==> src/rtl/lrx_ack_pkg.sv <==
package lrx_ack_pkg;

  typedef enum logic [1:0] {
    ST_NORMAL     = 2'd0,
    ST_ERR_STOP   = 2'd1,
    ST_RETRY_STOP = 2'd2
  } lrx_state_e;

  // symbol type codes on the input port
  localparam logic [1:0] SYM_OTHER    = 2'd0;
  localparam logic [1:0] SYM_LINK_REQ = 2'd1;
  localparam logic [1:0] SYM_RESTART  = 2'd2;
  localparam logic [1:0] SYM_CORRUPT  = 2'd3;

  // response codes on the output port
  localparam logic [1:0] RSP_ACCEPT    = 2'd0;
  localparam logic [1:0] RSP_NOT_ACC   = 2'd1;
  localparam logic [1:0] RSP_RETRY     = 2'd2;
  localparam logic [1:0] RSP_LINK_RESP = 2'd3;

  typedef enum logic [2:0] {
    EV_NONE     = 3'd0,
    EV_ACCEPT   = 3'd1,
    EV_PKT_ERR  = 3'd2,
    EV_PKT_BUSY = 3'd3,
    EV_LINK_REQ = 3'd4,
    EV_RESTART  = 3'd5,
    EV_SYM_ERR  = 3'd6
  } lrx_event_e;

endpackage

==> src/rtl/lrx_rst_sync.sv <==
module lrx_rst_sync #(
  parameter int STAGES = 2
) (
  input  logic clk,
  input  logic rst_n,
  output logic rst_sync_n
);
  logic [STAGES-1:0] chain_q;

  always_ff @(posedge clk or negedge rst_n) begin
    if (!rst_n) chain_q <= '0;
    else        chain_q <= {chain_q[STAGES-2:0], 1'b1};
  end

  assign rst_sync_n = chain_q[STAGES-1];
endmodule

==> src/rtl/lrx_ack_event.sv <==
module lrx_ack_event
  import lrx_ack_pkg::*;
#(
  parameter int ACKID_W = 5
) (
  input  logic               pkt_valid,
  input  logic [ACKID_W-1:0] pkt_ackid,
  input  logic               pkt_crc_ok,
  input  logic               pkt_buf_free,
  input  logic               sym_valid,
  input  logic [1:0]         sym_type,
  input  logic [ACKID_W-1:0] exp_ackid,
  output lrx_event_e         event_o
);
  logic pkt_bad;

  assign pkt_bad = !pkt_crc_ok || (pkt_ackid != exp_ackid);

  // symbols outrank packets; packet faults outrank buffer shortage
  always_comb begin
    event_o = EV_NONE;
    if (sym_valid) begin
      case (sym_type)
        SYM_LINK_REQ: event_o = EV_LINK_REQ;
        SYM_RESTART:  event_o = EV_RESTART;
        SYM_CORRUPT:  event_o = EV_SYM_ERR;
        default:      event_o = EV_NONE;
      endcase
    end else if (pkt_valid) begin
      if (pkt_bad)           event_o = EV_PKT_ERR;
      else if (!pkt_buf_free) event_o = EV_PKT_BUSY;
      else                   event_o = EV_ACCEPT;
    end
  end
endmodule

==> src/rtl/lrx_ack_fsm.sv <==
module lrx_ack_fsm
  import lrx_ack_pkg::*;
(
  input  logic       clk,
  input  logic       rst_n,
  input  lrx_event_e event_i,
  output lrx_state_e state_o,
  output logic       rsp_fire,
  output logic [1:0] rsp_kind,
  output logic       accept,
  output logic       set_err,
  output logic       set_retry
);
  lrx_state_e state_q, state_d;

  always_comb begin
    state_d   = state_q;
    rsp_fire  = 1'b0;
    rsp_kind  = RSP_ACCEPT;
    accept    = 1'b0;
    set_err   = 1'b0;
    set_retry = 1'b0;
    case (state_q)
      ST_NORMAL: begin
        case (event_i)
          EV_ACCEPT: begin
            rsp_fire = 1'b1;
            rsp_kind = RSP_ACCEPT;
            accept   = 1'b1;
          end
          EV_PKT_ERR, EV_SYM_ERR: begin
            state_d  = ST_ERR_STOP;
            rsp_fire = 1'b1;
            rsp_kind = RSP_NOT_ACC;
            set_err  = 1'b1;
          end
          EV_PKT_BUSY: begin
            state_d   = ST_RETRY_STOP;
            rsp_fire  = 1'b1;
            rsp_kind  = RSP_RETRY;
            set_retry = 1'b1;
          end
          EV_LINK_REQ: begin
            rsp_fire = 1'b1;
            rsp_kind = RSP_LINK_RESP;
          end
          default: ;
        endcase
      end
      ST_ERR_STOP: begin
        if (event_i == EV_LINK_REQ) begin
          state_d  = ST_NORMAL;
          rsp_fire = 1'b1;
          rsp_kind = RSP_LINK_RESP;
        end
      end
      ST_RETRY_STOP: begin
        case (event_i)
          EV_LINK_REQ: begin
            rsp_fire = 1'b1;
            rsp_kind = RSP_LINK_RESP;
          end
          EV_RESTART: state_d = ST_NORMAL;
          EV_SYM_ERR: begin
            state_d  = ST_ERR_STOP;
            rsp_fire = 1'b1;
            rsp_kind = RSP_NOT_ACC;
            set_err  = 1'b1;
          end
          default: ;
        endcase
      end
      default: state_d = ST_NORMAL;
    endcase
  end

  always_ff @(posedge clk or negedge rst_n) begin
    if (!rst_n) state_q <= ST_NORMAL;
    else        state_q <= state_d;
  end

  assign state_o = state_q;
endmodule

==> src/rtl/lrx_ack_seq.sv <==
module lrx_ack_seq #(
  parameter int ACKID_W = 5
) (
  input  logic               clk,
  input  logic               rst_n,
  input  logic               inc_en,
  output logic [ACKID_W-1:0] exp_ackid
);
  logic [ACKID_W-1:0] exp_q, exp_d;

  // wraps naturally at 2**ACKID_W
  assign exp_d = exp_q + 1'b1;

  always_ff @(posedge clk or negedge rst_n) begin
    if (!rst_n)      exp_q <= '0;
    else if (inc_en) exp_q <= exp_d;
  end

  assign exp_ackid = exp_q;
endmodule

==> src/rtl/lrx_ack_rsp.sv <==
module lrx_ack_rsp #(
  parameter int ACKID_W = 5
) (
  input  logic               clk,
  input  logic               rst_n,
  input  logic               fire,
  input  logic [1:0]         kind,
  input  logic [ACKID_W-1:0] ackid,
  input  logic               accept,
  output logic               rsp_valid,
  output logic [1:0]         rsp_type,
  output logic [ACKID_W-1:0] rsp_ackid,
  output logic               pkt_accept
);
  always_ff @(posedge clk or negedge rst_n) begin
    if (!rst_n) begin
      rsp_valid  <= 1'b0;
      pkt_accept <= 1'b0;
    end else begin
      rsp_valid  <= fire;
      pkt_accept <= accept;
    end
  end

  // payload only loads when a response is issued
  always_ff @(posedge clk or negedge rst_n) begin
    if (!rst_n) begin
      rsp_type  <= '0;
      rsp_ackid <= '0;
    end else if (fire) begin
      rsp_type  <= kind;
      rsp_ackid <= ackid;
    end
  end
endmodule

==> src/rtl/lrx_ack_sticky.sv <==
module lrx_ack_sticky #(
  parameter int NFLAG = 2
) (
  input  logic             clk,
  input  logic             rst_n,
  input  logic [NFLAG-1:0] set_i,
  input  logic             clr_i,
  output logic [NFLAG-1:0] flag_o
);
  for (genvar g = 0; g < NFLAG; g++) begin : g_flag
    logic flag_q, flag_d, flag_en;

    assign flag_en = set_i[g] | clr_i;
    assign flag_d  = set_i[g];   // set wins over clear

    always_ff @(posedge clk or negedge rst_n) begin
      if (!rst_n)       flag_q <= 1'b0;
      else if (flag_en) flag_q <= flag_d;
    end

    assign flag_o[g] = flag_q;
  end
endmodule

==> src/rtl/lrx_ack_ctrl.sv <==
module lrx_ack_ctrl
  import lrx_ack_pkg::*;
#(
  parameter int ACKID_W = 5
) (
  input  logic               clk,
  input  logic               rst_n,
  input  logic               pkt_valid,
  input  logic [ACKID_W-1:0] pkt_ackid,
  input  logic               pkt_crc_ok,
  input  logic               pkt_buf_free,
  input  logic               sym_valid,
  input  logic [1:0]         sym_type,
  input  logic               enc_clr,
  output logic               rsp_valid,
  output logic [1:0]         rsp_type,
  output logic [ACKID_W-1:0] rsp_ackid,
  output logic               pkt_accept,
  output logic               in_err_stop,
  output logic               in_retry_stop,
  output logic               err_enc,
  output logic               retry_enc
);
  localparam int NFLAG = 2;

  logic               rst_sync_n;
  logic [ACKID_W-1:0] exp_ackid;
  lrx_event_e         ev;
  lrx_state_e         state;
  logic               fire, accept, set_err, set_retry;
  logic [1:0]         kind;
  logic [NFLAG-1:0]   flags;

  lrx_rst_sync #(.STAGES(2)) u_rst (
    .clk(clk), .rst_n(rst_n), .rst_sync_n(rst_sync_n)
  );

  lrx_ack_event #(.ACKID_W(ACKID_W)) u_event (
    .pkt_valid(pkt_valid), .pkt_ackid(pkt_ackid), .pkt_crc_ok(pkt_crc_ok),
    .pkt_buf_free(pkt_buf_free), .sym_valid(sym_valid), .sym_type(sym_type),
    .exp_ackid(exp_ackid), .event_o(ev)
  );

  lrx_ack_fsm u_fsm (
    .clk(clk), .rst_n(rst_sync_n), .event_i(ev), .state_o(state),
    .rsp_fire(fire), .rsp_kind(kind), .accept(accept),
    .set_err(set_err), .set_retry(set_retry)
  );

  lrx_ack_seq #(.ACKID_W(ACKID_W)) u_seq (
    .clk(clk), .rst_n(rst_sync_n), .inc_en(accept), .exp_ackid(exp_ackid)
  );

  lrx_ack_rsp #(.ACKID_W(ACKID_W)) u_rsp (
    .clk(clk), .rst_n(rst_sync_n), .fire(fire), .kind(kind),
    .ackid(exp_ackid), .accept(accept),
    .rsp_valid(rsp_valid), .rsp_type(rsp_type), .rsp_ackid(rsp_ackid),
    .pkt_accept(pkt_accept)
  );

  lrx_ack_sticky #(.NFLAG(NFLAG)) u_sticky (
    .clk(clk), .rst_n(rst_sync_n), .set_i({set_retry, set_err}),
    .clr_i(enc_clr), .flag_o(flags)
  );

  assign in_err_stop   = (state == ST_ERR_STOP);
  assign in_retry_stop = (state == ST_RETRY_STOP);
  assign err_enc       = flags[0];
  assign retry_enc     = flags[1];
endmodule

==> config.mk <==
export PLATFORM = sky130hd
export DESIGN_NAME = lrx_ack_ctrl
export DESIGN_NICKNAME = d
export VERILOG_FILES = /design/src/rtl/lrx_ack_pkg.sv /design/src/rtl/lrx_rst_sync.sv /design/src/rtl/lrx_ack_event.sv /design/src/rtl/lrx_ack_fsm.sv /design/src/rtl/lrx_ack_seq.sv /design/src/rtl/lrx_ack_rsp.sv /design/src/rtl/lrx_ack_sticky.sv /design/src/rtl/lrx_ack_ctrl.sv
export SDC_FILE = /design/constraint.sdc
export NUM_CORES = 1
export LEC_CHECK = 0
export BUFFER_PORTS_ARGS = -buffer_cell sky130_fd_sc_hd__buf_2
export CAP_MARGIN = 40
export CORE_UTILIZATION = 50
export DETAILED_ROUTE_END_ITERATION = 10
export PLACE_DENSITY = 0.87
export SKIP_CTS_REPAIR_TIMING = 1
export SLEW_MARGIN = 25
export SYNTH_ARGS = -nofsm -noshare
export SYNTH_HDL_FRONTEND = slang
export SYNTH_SLANG_ARGS = --single-unit
export TNS_END_PERCENT = 5
==> constraint.sdc <==
create_clock -name clk -period 1 [get_ports clk]
set_clock_uncertainty 0.15 [all_clocks]
set_input_delay 0.05 -clock clk [delete_from_list [all_inputs] [get_ports clk]]
set_output_delay 0.05 -clock clk [all_outputs]
set_load 0.1 [all_outputs]
# Yosys cells after proc, flatten, opt, wreduce, memory -nomap -nowiden
# Index checks and enable logic that the tools add are counted.
# op_classes
reduce_logical	7
n_bitwise	2
n_eq_ne	15
add_sub_neg	1
n_mux	24
# op_table
op	n
$pmux W2 S3	3
$pmux W2 S2	3
$eq A3 B3 Y1 const B	3
$mux W1	9
$mux W3	3
$pmux W3 S3	1
$eq A2 B2 Y1 const B	3
$eq A3 B2 Y1 const B	2
$mux W2	3
$add A5 B1 Y5 const B	1
$ne A5 B5 Y1	1
$reduce_or A5 Y1	1
$eq A2 B1 Y1 const B	2
$reduce_or A2 Y1	2
$eq A3 B1 Y1 const B	1
$ne A3 B1 Y1 const B	1
$ne A3 B3 Y1 const B	1
$pmux W1 S3	1
$reduce_and A3 Y1	1
$logic_not A2 Y1	1
$ne A2 B1 Y1 const B	1
$or A1 B1 Y1	2
$pmux W1 S2	1
$logic_not A1 Y1	1
$logic_or A1 B1 Y1	1
# word_totals
input_bits	14
regBits	20
wordCells	58

# Longest topological paths before layout
# Gate-level depths: netlist (run 1).
# logic_depth
ltp_word	10
ltp_mapped	6
mapped_depth_nobuf	5

# Modules after synthesis
# Synthesis (run 1) repeated with hierarchy kept, for this count alone.
# unflattened
hier_cells	89
hier_area_um2	1023.5
# modules_own_cells
module	area_per_inst_um2	cells_each	instances
lrx_ack_rsp	341.6	17	1
lrx_ack_fsm	216.5	30	1
lrx_ack_seq	200.2	14	1
lrx_ack_event	112.6	16	1
lrx_ack_sticky	83.8	7	1
lrx_rst_sync	53.8	3	1
lrx_ack_ctrl	15.0	2	1

# Worst setup path before layout (run 1)
# No wires, ideal clock.
# synth_timing
path_type	register to output
start	register u_fsm.state_q[0], in the netlist u_fsm.state_o[0]
end	output port in_retry_stop
path_slack_ps	-1035
n_path_buf	1
t_required_ps	800
t_arrival_ps	1835
path_stages_with_launch	3
path_cell_list	dfrtp_1 -> buf_2 -> nor2b_1
# synth_between
elab_chain_cells	1
# synth_lines
element	line_no	text
start, declared	lrx_ack_fsm.sv:14	lrx_state_e state_q, state_d;
start signal, assigned	lrx_ack_fsm.sv:79	else state_q <= state_d;
$eq A2 B2 Y1	lrx_ack_ctrl.sv:67	assign in_retry_stop = (state == ST_RETRY_STOP);
end, declared	lrx_ack_ctrl.sv:20	output logic in_retry_stop,
# No other way between the ends.

# Worst setup path after layout (run 1)
# layout_timing
start	register u_fsm.state_q[1], in the netlist u_fsm.state_o[1]
end	register u_seq.exp_q[4], in the netlist u_seq.exp_ackid[4]
# layout_between
elab_chain_cells	2
# layout_lines
element	line_no	text
$logic_not A2 Y1	lrx_ack_fsm.sv:23	case (state_q)
$mux W1	lrx_ack_fsm.sv:23	
end signal, assigned	lrx_ack_seq.sv:16	else if (inc_en) exp_q <= exp_d;
end, declared	lrx_ack_seq.sv:9	logic [ACKID_W-1:0] exp_q, exp_d;
# No other way between the ends.
# A chain may end at the register's enable or synchronous reset.

==> results.toml, run 1 <==
[outcome]
outcome = "complete, but fails checks"
violations = "negative hold slack, negative setup slack"

[floorplan]
die_x_microns = 47.08
die_h_microns = 47.08
dieArea_sq_um = 2216
start_util = 0.5581
rows = 15
core_area_sq_um = 1821
pin_count = 27

[power_and_ir_drop]
power_frac_clock = 0.292
seq_power_share = 0.369
swShare = 0.3483
p_leak_uw = 0.0008356
power_density_nw_per_um2 = 1392
p_int_uw = 1567
power_uw = 2405
p_comb_frac = 0.339
p_switching_uw = 837.7
ir_drop_mv = 1.652

[synth]
synthCells = 88
yosysWarningCount = 0
synth-edff-count = 0
synth_commonest_cells = "dfrtp_1, nand2_1, nor2_1"
synth_top_area_cell = "dfrtp_1"
synth_nets = 103
syn-cell-area_sq_um = 1016
ys.flop_type = "dfrtp_1"
synth_area_leaders = "dfrtp_1, mux2_4, xor2_1"
synthArstFlopShare = 1.000
ys_seq_area_frac = 0.4926
ys_ff_latch = 20
postSynthAreaPerCell_sq_um = 11.55
synth_top_area_frac = 0.4926
synth_cell_types = 35
synthMostInstantiatedCell = "dfrtp_1"

[timing]
period_share = 1.987
hold_ws_ns = -0.02782
rsz0062_at_grt = "yes"
finalHoldViolCount = 1
fin_ws_ns = -0.9871
setup_viol = 31
fmax_ghz = 0.5033
drv_slew = 0
period_minus_slack_ns = 1.987

[clocking]
tritoncts = "built"
path_clk_slew_ns = 0.14
cts_made_buffers = 3
h-tree-depth = 1
root_buffer = "clkbuf_4"
clk-insertion-delay-late_ns = 0.32
clock_sinks = 20
cts_max_path_buffers = 2

[route]
vias_per_cell = 6.451
vias = 1116
route.detailed.drc = 0
ant_nets = 0
firstDrtPassIters = 4
routed_wl_mm = 4.423
detail_route.wl_per_cell_microns = 25.57
drt_iter0_drc = 100

[finish]
final_layout_size_suffix_gt1_frac = 0.5000
num_antenna_cells = 0
fin_nets = 164
syn_to_final_growth_pct = 70.07
final_cells = 173

[hold_path]
hp-class = "input port to register"
hold_start = "sym_type[1]"
holdPathStages = 3
min_to = "u_fsm.state_o[1]"

[placed_design]
gp_congestion = 0.9150
placed_cells = 163
dp.final_hpwl_mm = 2.132
portBuffers = 26

[global_routing]
track_usage = 0.3189
grt_overflow_total = 0
grt_max_degree = 19
grt_pass1_vias = 972
grt_pass1_wl_mm = 4.657
antenna_found_initial = 0

[critical_path]
crit_chain = "or4b_4, nor4_4, nand4_1, xnor2_1"
critical_path.max_fanout = 4
rr_endpoint = "u_seq.exp_ackid[4]"
crit_type = "register to register"
crit_arrival_ns = 2.07
regToRegSetupSlack_ns = -0.99
critPathRequiredTime_ns = 1.08
r2r_cells = 4
critPathMaxStageDelay_ns = 0.58
critical_path.endpoint_type = "register"
cp_slowest_cell = "or4b_4"
worst_setup_path_start_kind = "register"
reg2reg_from = "u_fsm.state_o[1]"

[flow_run]
drv_cap = 0
-- worst max path at each step --
stage                      from            endpoint  slack [ns]  depth (start not counted)
3_5_place_dp   u_fsm.state_o[1]  u_seq.exp_ackid[4]       -0.79                          4
6_report       u_fsm.state_o[1]  u_seq.exp_ackid[4]       -0.99                          4
2_1_floorplan  u_fsm.state_o[1]  u_rsp.rsp_ackid[0]       -0.94                          6
3_3_place_gp   u_fsm.state_o[1]  u_seq.exp_ackid[4]       -0.74                          4
4_1_cts        u_fsm.state_o[1]  u_seq.exp_ackid[4]       -0.90                          4
5_1_grt        u_fsm.state_o[1]  u_seq.exp_ackid[4]       -0.98                          4
-- power by group through the flow --
stage	combinational, uW	sequential (uW)	clock [uW]
2_1_floorplan	193	1110	0
3_3_place_gp	692	893	0
3_5_place_dp	713	897	0
4_1_cts	723	881	663
5_1_grt	834	889	715
6_report	816	887	702
-- worst max-delay path: cells and delay by family, from the launching register on --
kind,cells,cell delay (ns)
and+or+nand+nor,3,1.08
DFF,1,0.43
xor gates and xnor gates,1,0.24
-- through the flow --
stage | hold WS (ns) | utilization | worst slack [ns] | area [sq um] | setup TNS (ns)
global route | -0.03706 | 0.9491 | -0.9807 | 1728 | -17.92
finish | -0.02782 | 0.9491 | -0.9871 | 1728 | -17.52
floorplan | -0.3956 | - | -0.9416 | 1023 | -15.46
detailed placement | -0.3145 | 0.8522 | -0.7883 | 1551 | -12.28
CTS | -0.6471 | 0.8811 | -0.8951 | 1604 | -15.65
global placement | -0.3153 | 0.8522 | -0.7430 | 1551 | -11.31
-- placed cells by master (no fill, tap or decap), types with 2 or more instances in the layout --
cell type	instances
nor2_2	2
nor4_4	2
dlygate4sd3_1	6
clkbuf_4	3
dfrtp_1	20
nor2_1	4
buf_2	13
xnor2_1	4
buf_6	9
nand4_1	3
and2_4	2
xor2_1	5
nand2_1	8
buf_4	19
inv_1	2
mux2_4	5
o21ai_0	4
nand3_1	3
buf_12	13
-- area by class of cell --
| type | instances | area [sq um] |
|---|---|---|
| Clock buffer | 3 | 22.52 |
| Timing Repair Buffer | 60 | 629.4 |
| Tap cell | 25 | 31.28 |
| Inverter | 3 | 11.26 |
| Multi-Input combinational cell | 61 | 503.0 |
| Clock inverter | 1 | 30.03 |
| Fill cell | 39 | 92.59 |
| Sequential cell | 20 | 500.5 |
-- kinds of logic after synthesis --
kind of cell,share of synthesized area
AO/OA/AOI/OAI,0.08622
XOR/XNOR,0.07758
adder cells (fa/ha/maj),0.01231
buffers and inverters,0.04925
flip-flops,0.4926
multiplexers,0.08497
other,0.003691
AND/OR/NAND/NOR,0.1934
-- state kept, by name, indices dropped and copies added, names as in the netlist --
register	cells
u_sticky.g_flag.flag_q	2
u_rsp.pkt_accept	1
u_rsp.rsp_ackid	5
u_rst.chain_q	2
u_rsp.rsp_type	2
u_rsp.rsp_valid	1
u_fsm.state_o	2
u_seq.exp_ackid	5
-- layer usage --
layer	track usage	wire, microns	vias up
met5	0	0	-
met1	0.3756	1557	524
li1	-	-	427
met4	0.1657	311	0
met3	0.06538	500	38
met2	0.5472	2054	127
Note: power is estimated with default switching activity, not from simulation.
==> run 2: changes to the inputs <==
--- a/config.mk
+++ b/config.mk
@@ -5,11 +5,12 @@
 export SDC_FILE = /design/constraint.sdc
 export NUM_CORES = 1
 export LEC_CHECK = 0
+export ABC_AREA = 1
 export BUFFER_PORTS_ARGS = -buffer_cell sky130_fd_sc_hd__buf_2
 export CAP_MARGIN = 40
-export CORE_UTILIZATION = 50
+export CORE_UTILIZATION = 52
 export DETAILED_ROUTE_END_ITERATION = 10
-export PLACE_DENSITY = 0.87
+export PLACE_DENSITY = 0.89
 export SKIP_CTS_REPAIR_TIMING = 1
 export SLEW_MARGIN = 25
 export SYNTH_ARGS = -nofsm -noshare
==> run 2 against run 1 <==
The flow finishes with violations (negative setup slack). Cell area increased by 11%. Global-route usage rose by 3.1 points. Routed wire length grew 24%. Cell count is 39% higher. Via count increased by 34%. Clock-buffer cell count stayed put. Die area grew 6.4%. Critical endpoint is now u_rsp.rsp_ackid[2]. Largest power group is now combinational cells. Highest routed layer unchanged.
==> results.toml, run 2 <==
[clocking]
h-tree-depth = 1
clk-insertion-delay-late_ns = 0.32
cts_made_buffers = 3
root_buffer = "clkbuf_4"
tritoncts = "built"
clock_sinks = 20
path_clk_slew_ns = 0.13
cts_max_path_buffers = 2

[placed_design]
dpl_cell_area_sq_um = 1745
gp_congestion = 0.8485
dp_slack_ns = -0.7687
dp.final_hpwl_mm = 2.768
placed_cells = 225
portBuffers = 26

[floorplan]
core_area_sq_um = 2002
pin_count = 27
dieArea_sq_um = 2358
start_util = 0.5631
die_x_microns = 48.56
die_h_microns = 48.56
rows = 16

[critical_path]
r2r_cells = 11
critPathRequiredTime_ns = 1.09
critical_path.endpoint_type = "register"
crit_arrival_ns = 2.29
critical_path.max_fanout = 5
critPathMaxStageDelay_ns = 0.45
crit_type = "register to register"
crit_chain = "inv_2, nand2_2, nand2_2, nor2_4, nand4_1, nand2_2, nand3_4, nand2_4, buf_4, nand4_1, nand2_1"
worst_setup_path_start_kind = "register"
regToRegSetupSlack_ns = -1.20
critical_path.most_common_cell = "nand2_2"
critPathBufInv = 2
reg2reg_from = "u_seq.exp_ackid[1]"
cp_slowest_cell = "dfrtp_1"
crit_family = "simple AND/OR/NAND/NOR gates"
rr_endpoint = "u_rsp.rsp_ackid[2]"

[global_routing]
track_usage = 0.3500
grt_pass1_vias = 1355
grt_overflow_total = 0
grt_pass1_wl_mm = 6.175
grt_max_degree = 19
antenna_found_initial = 0

[route]
route.detailed.drc = 0
routed_wl_mm = 5.468
ant_nets = 0
firstDrtPassIters = 5
drt_iter0_drc = 139
vias_per_cell = 6.217
vias = 1492
detail_route.wl_per_cell_microns = 22.78

[finish]
layout_commonest_cell = "buf_4"
num_antenna_cells = 0
final_cells = 240
syn_to_final_growth_pct = 70.48
design_area_sq_um = 1922
fin_nets = 230
final_layout_size_suffix_gt1_frac = 0.5070
layout_common_cells = "buf_4, nand2_1, dfrtp_1, inv_1"

[synth]
synth_top_area_frac = 0.4440
synth_area_leaders = "dfrtp_1, nand2_1, inv_1"
synth-adder-area-share = 0.01110
yosysWarningCount = 0
synth_top_area_cell = "dfrtp_1"
yosys-mux-area-fraction = 0
synth_compound_area_frac = 0.04883
synth-edff-count = 0
postSynthAreaPerCell_sq_um = 7.995
synthSimpleGateAreaFrac = 0.3940
synth_xor_xnor_area_share = 0.01554
ys_ff_latch = 20
synthArstFlopShare = 1.000
syn-cell-area_sq_um = 1127
synth_nets = 156
ys_seq_area_frac = 0.4440
synthMostInstantiatedCell = "nand2_1"
synth_top_family_by_area = "simple AND/OR/NAND/NOR gates"
synth_cell_types = 23
ys.flop_type = "dfrtp_1"
synth_commonest_cells = "nand2_1, inv_1, dfrtp_1"
synthCells = 141

[power_and_ir_drop]
ir_drop_mv = 2.724
p_leak_uw = 0.001019
power_density_nw_per_um2 = 2264

[hold_path]
hp-class = "register to asynchronous set/reset pin"

[flow_run]
drv_cap = 0

[timing]
setup_viol = 31
finalHoldViolCount = 0
fin_ws_ns = -1.203
rsz0062_at_grt = "yes"
period_share = 2.203
period_minus_slack_ns = 2.203
fmax_ghz = 0.4538
max_slew_margin = 0.6305
tightest_slew_ns = 0.5484
fin_setup_tns_ns = -20.67
drv_slew = 0

[outcome]
outcome = "complete, but fails checks"
violations = "negative setup slack"
-- run 2: worst register-to-register path, delay by kind of cell, from the launching register on --
kind / cells / cell delay [ns]
flops: 1 / 0.45
simple gates: 9 / 1.31
buf+inv: 2 / 0.20
-- run 2: worst max path at each step --
stage                                  start                 end  slack (ns)  depth (start not counted)
after floorplan             u_fsm.state_o[0]  u_rsp.rsp_ackid[0]       -0.75                          7
after global placement    u_seq.exp_ackid[0]  u_rsp.rsp_ackid[2]       -0.62                         10
after detailed placement  u_seq.exp_ackid[0]  u_rsp.rsp_ackid[3]       -0.77                         10
after CTS                 u_seq.exp_ackid[0]  u_rsp.rsp_ackid[0]       -0.94                         10
after global routing      u_seq.exp_ackid[1]  u_seq.exp_ackid[2]       -1.19                         10
final                     u_seq.exp_ackid[1]  u_rsp.rsp_ackid[2]       -1.20                         11
-- run 2: report_power, final --
group,switching (uW),total (uW),internal (uW)
Clock,271,412,141
Combinational,1820,2780,959
Sequential,185,1150,969
Total,2280,4350,2070
-- run 2: layout make-up --
| type | count | area [sq um] |
|---|---|---|
| well taps | 27 | 33.78 |
| multi-input cells | 96 | 611.8 |
| fillers | 47 | 80.08 |
| flip-flops and latches | 20 | 500.5 |
| repair buffers | 69 | 659.4 |
| inverters | 25 | 93.84 |
| clock buffers | 3 | 22.52 |
-- run 2: layer usage --
metal	global-route usage	share of wire	vias to the layer above
li1	-	-	593
met1	0.3570	0.30	685
met3	0.05031	0.11	63
met5	0	0	-
met4	0.1814	0.11	0
met2	0.6808	0.47	151
-- run 2: kinds of logic (layout without fill, tap and decap cells) --
| group | Yosys count | after routing |
|---|---|---|
| DFF | 20 | 20 |
| buffers and inverters | 25 | 97 |
| adders and majority gates | 1 | 1 |
| AOI/OAI and AO/OA | 8 | 8 |
| and+or+nand+nor | 84 | 84 |
| other | 1 | 1 |
| xor gates and xnor gates | 2 | 2 |
-- run 2: metrics by stage --
stage	hold WS (ns)	util	power, uW
after floorplan	-0.3956	-	2591
after global placement	-0.3156	0.8719	3538
after detailed placement	-0.3080	0.8719	3633
after CTS	-0.6303	0.8831	4023
after global routing	0.07809	0.9600	4454
final	0.05437	0.9600	4350
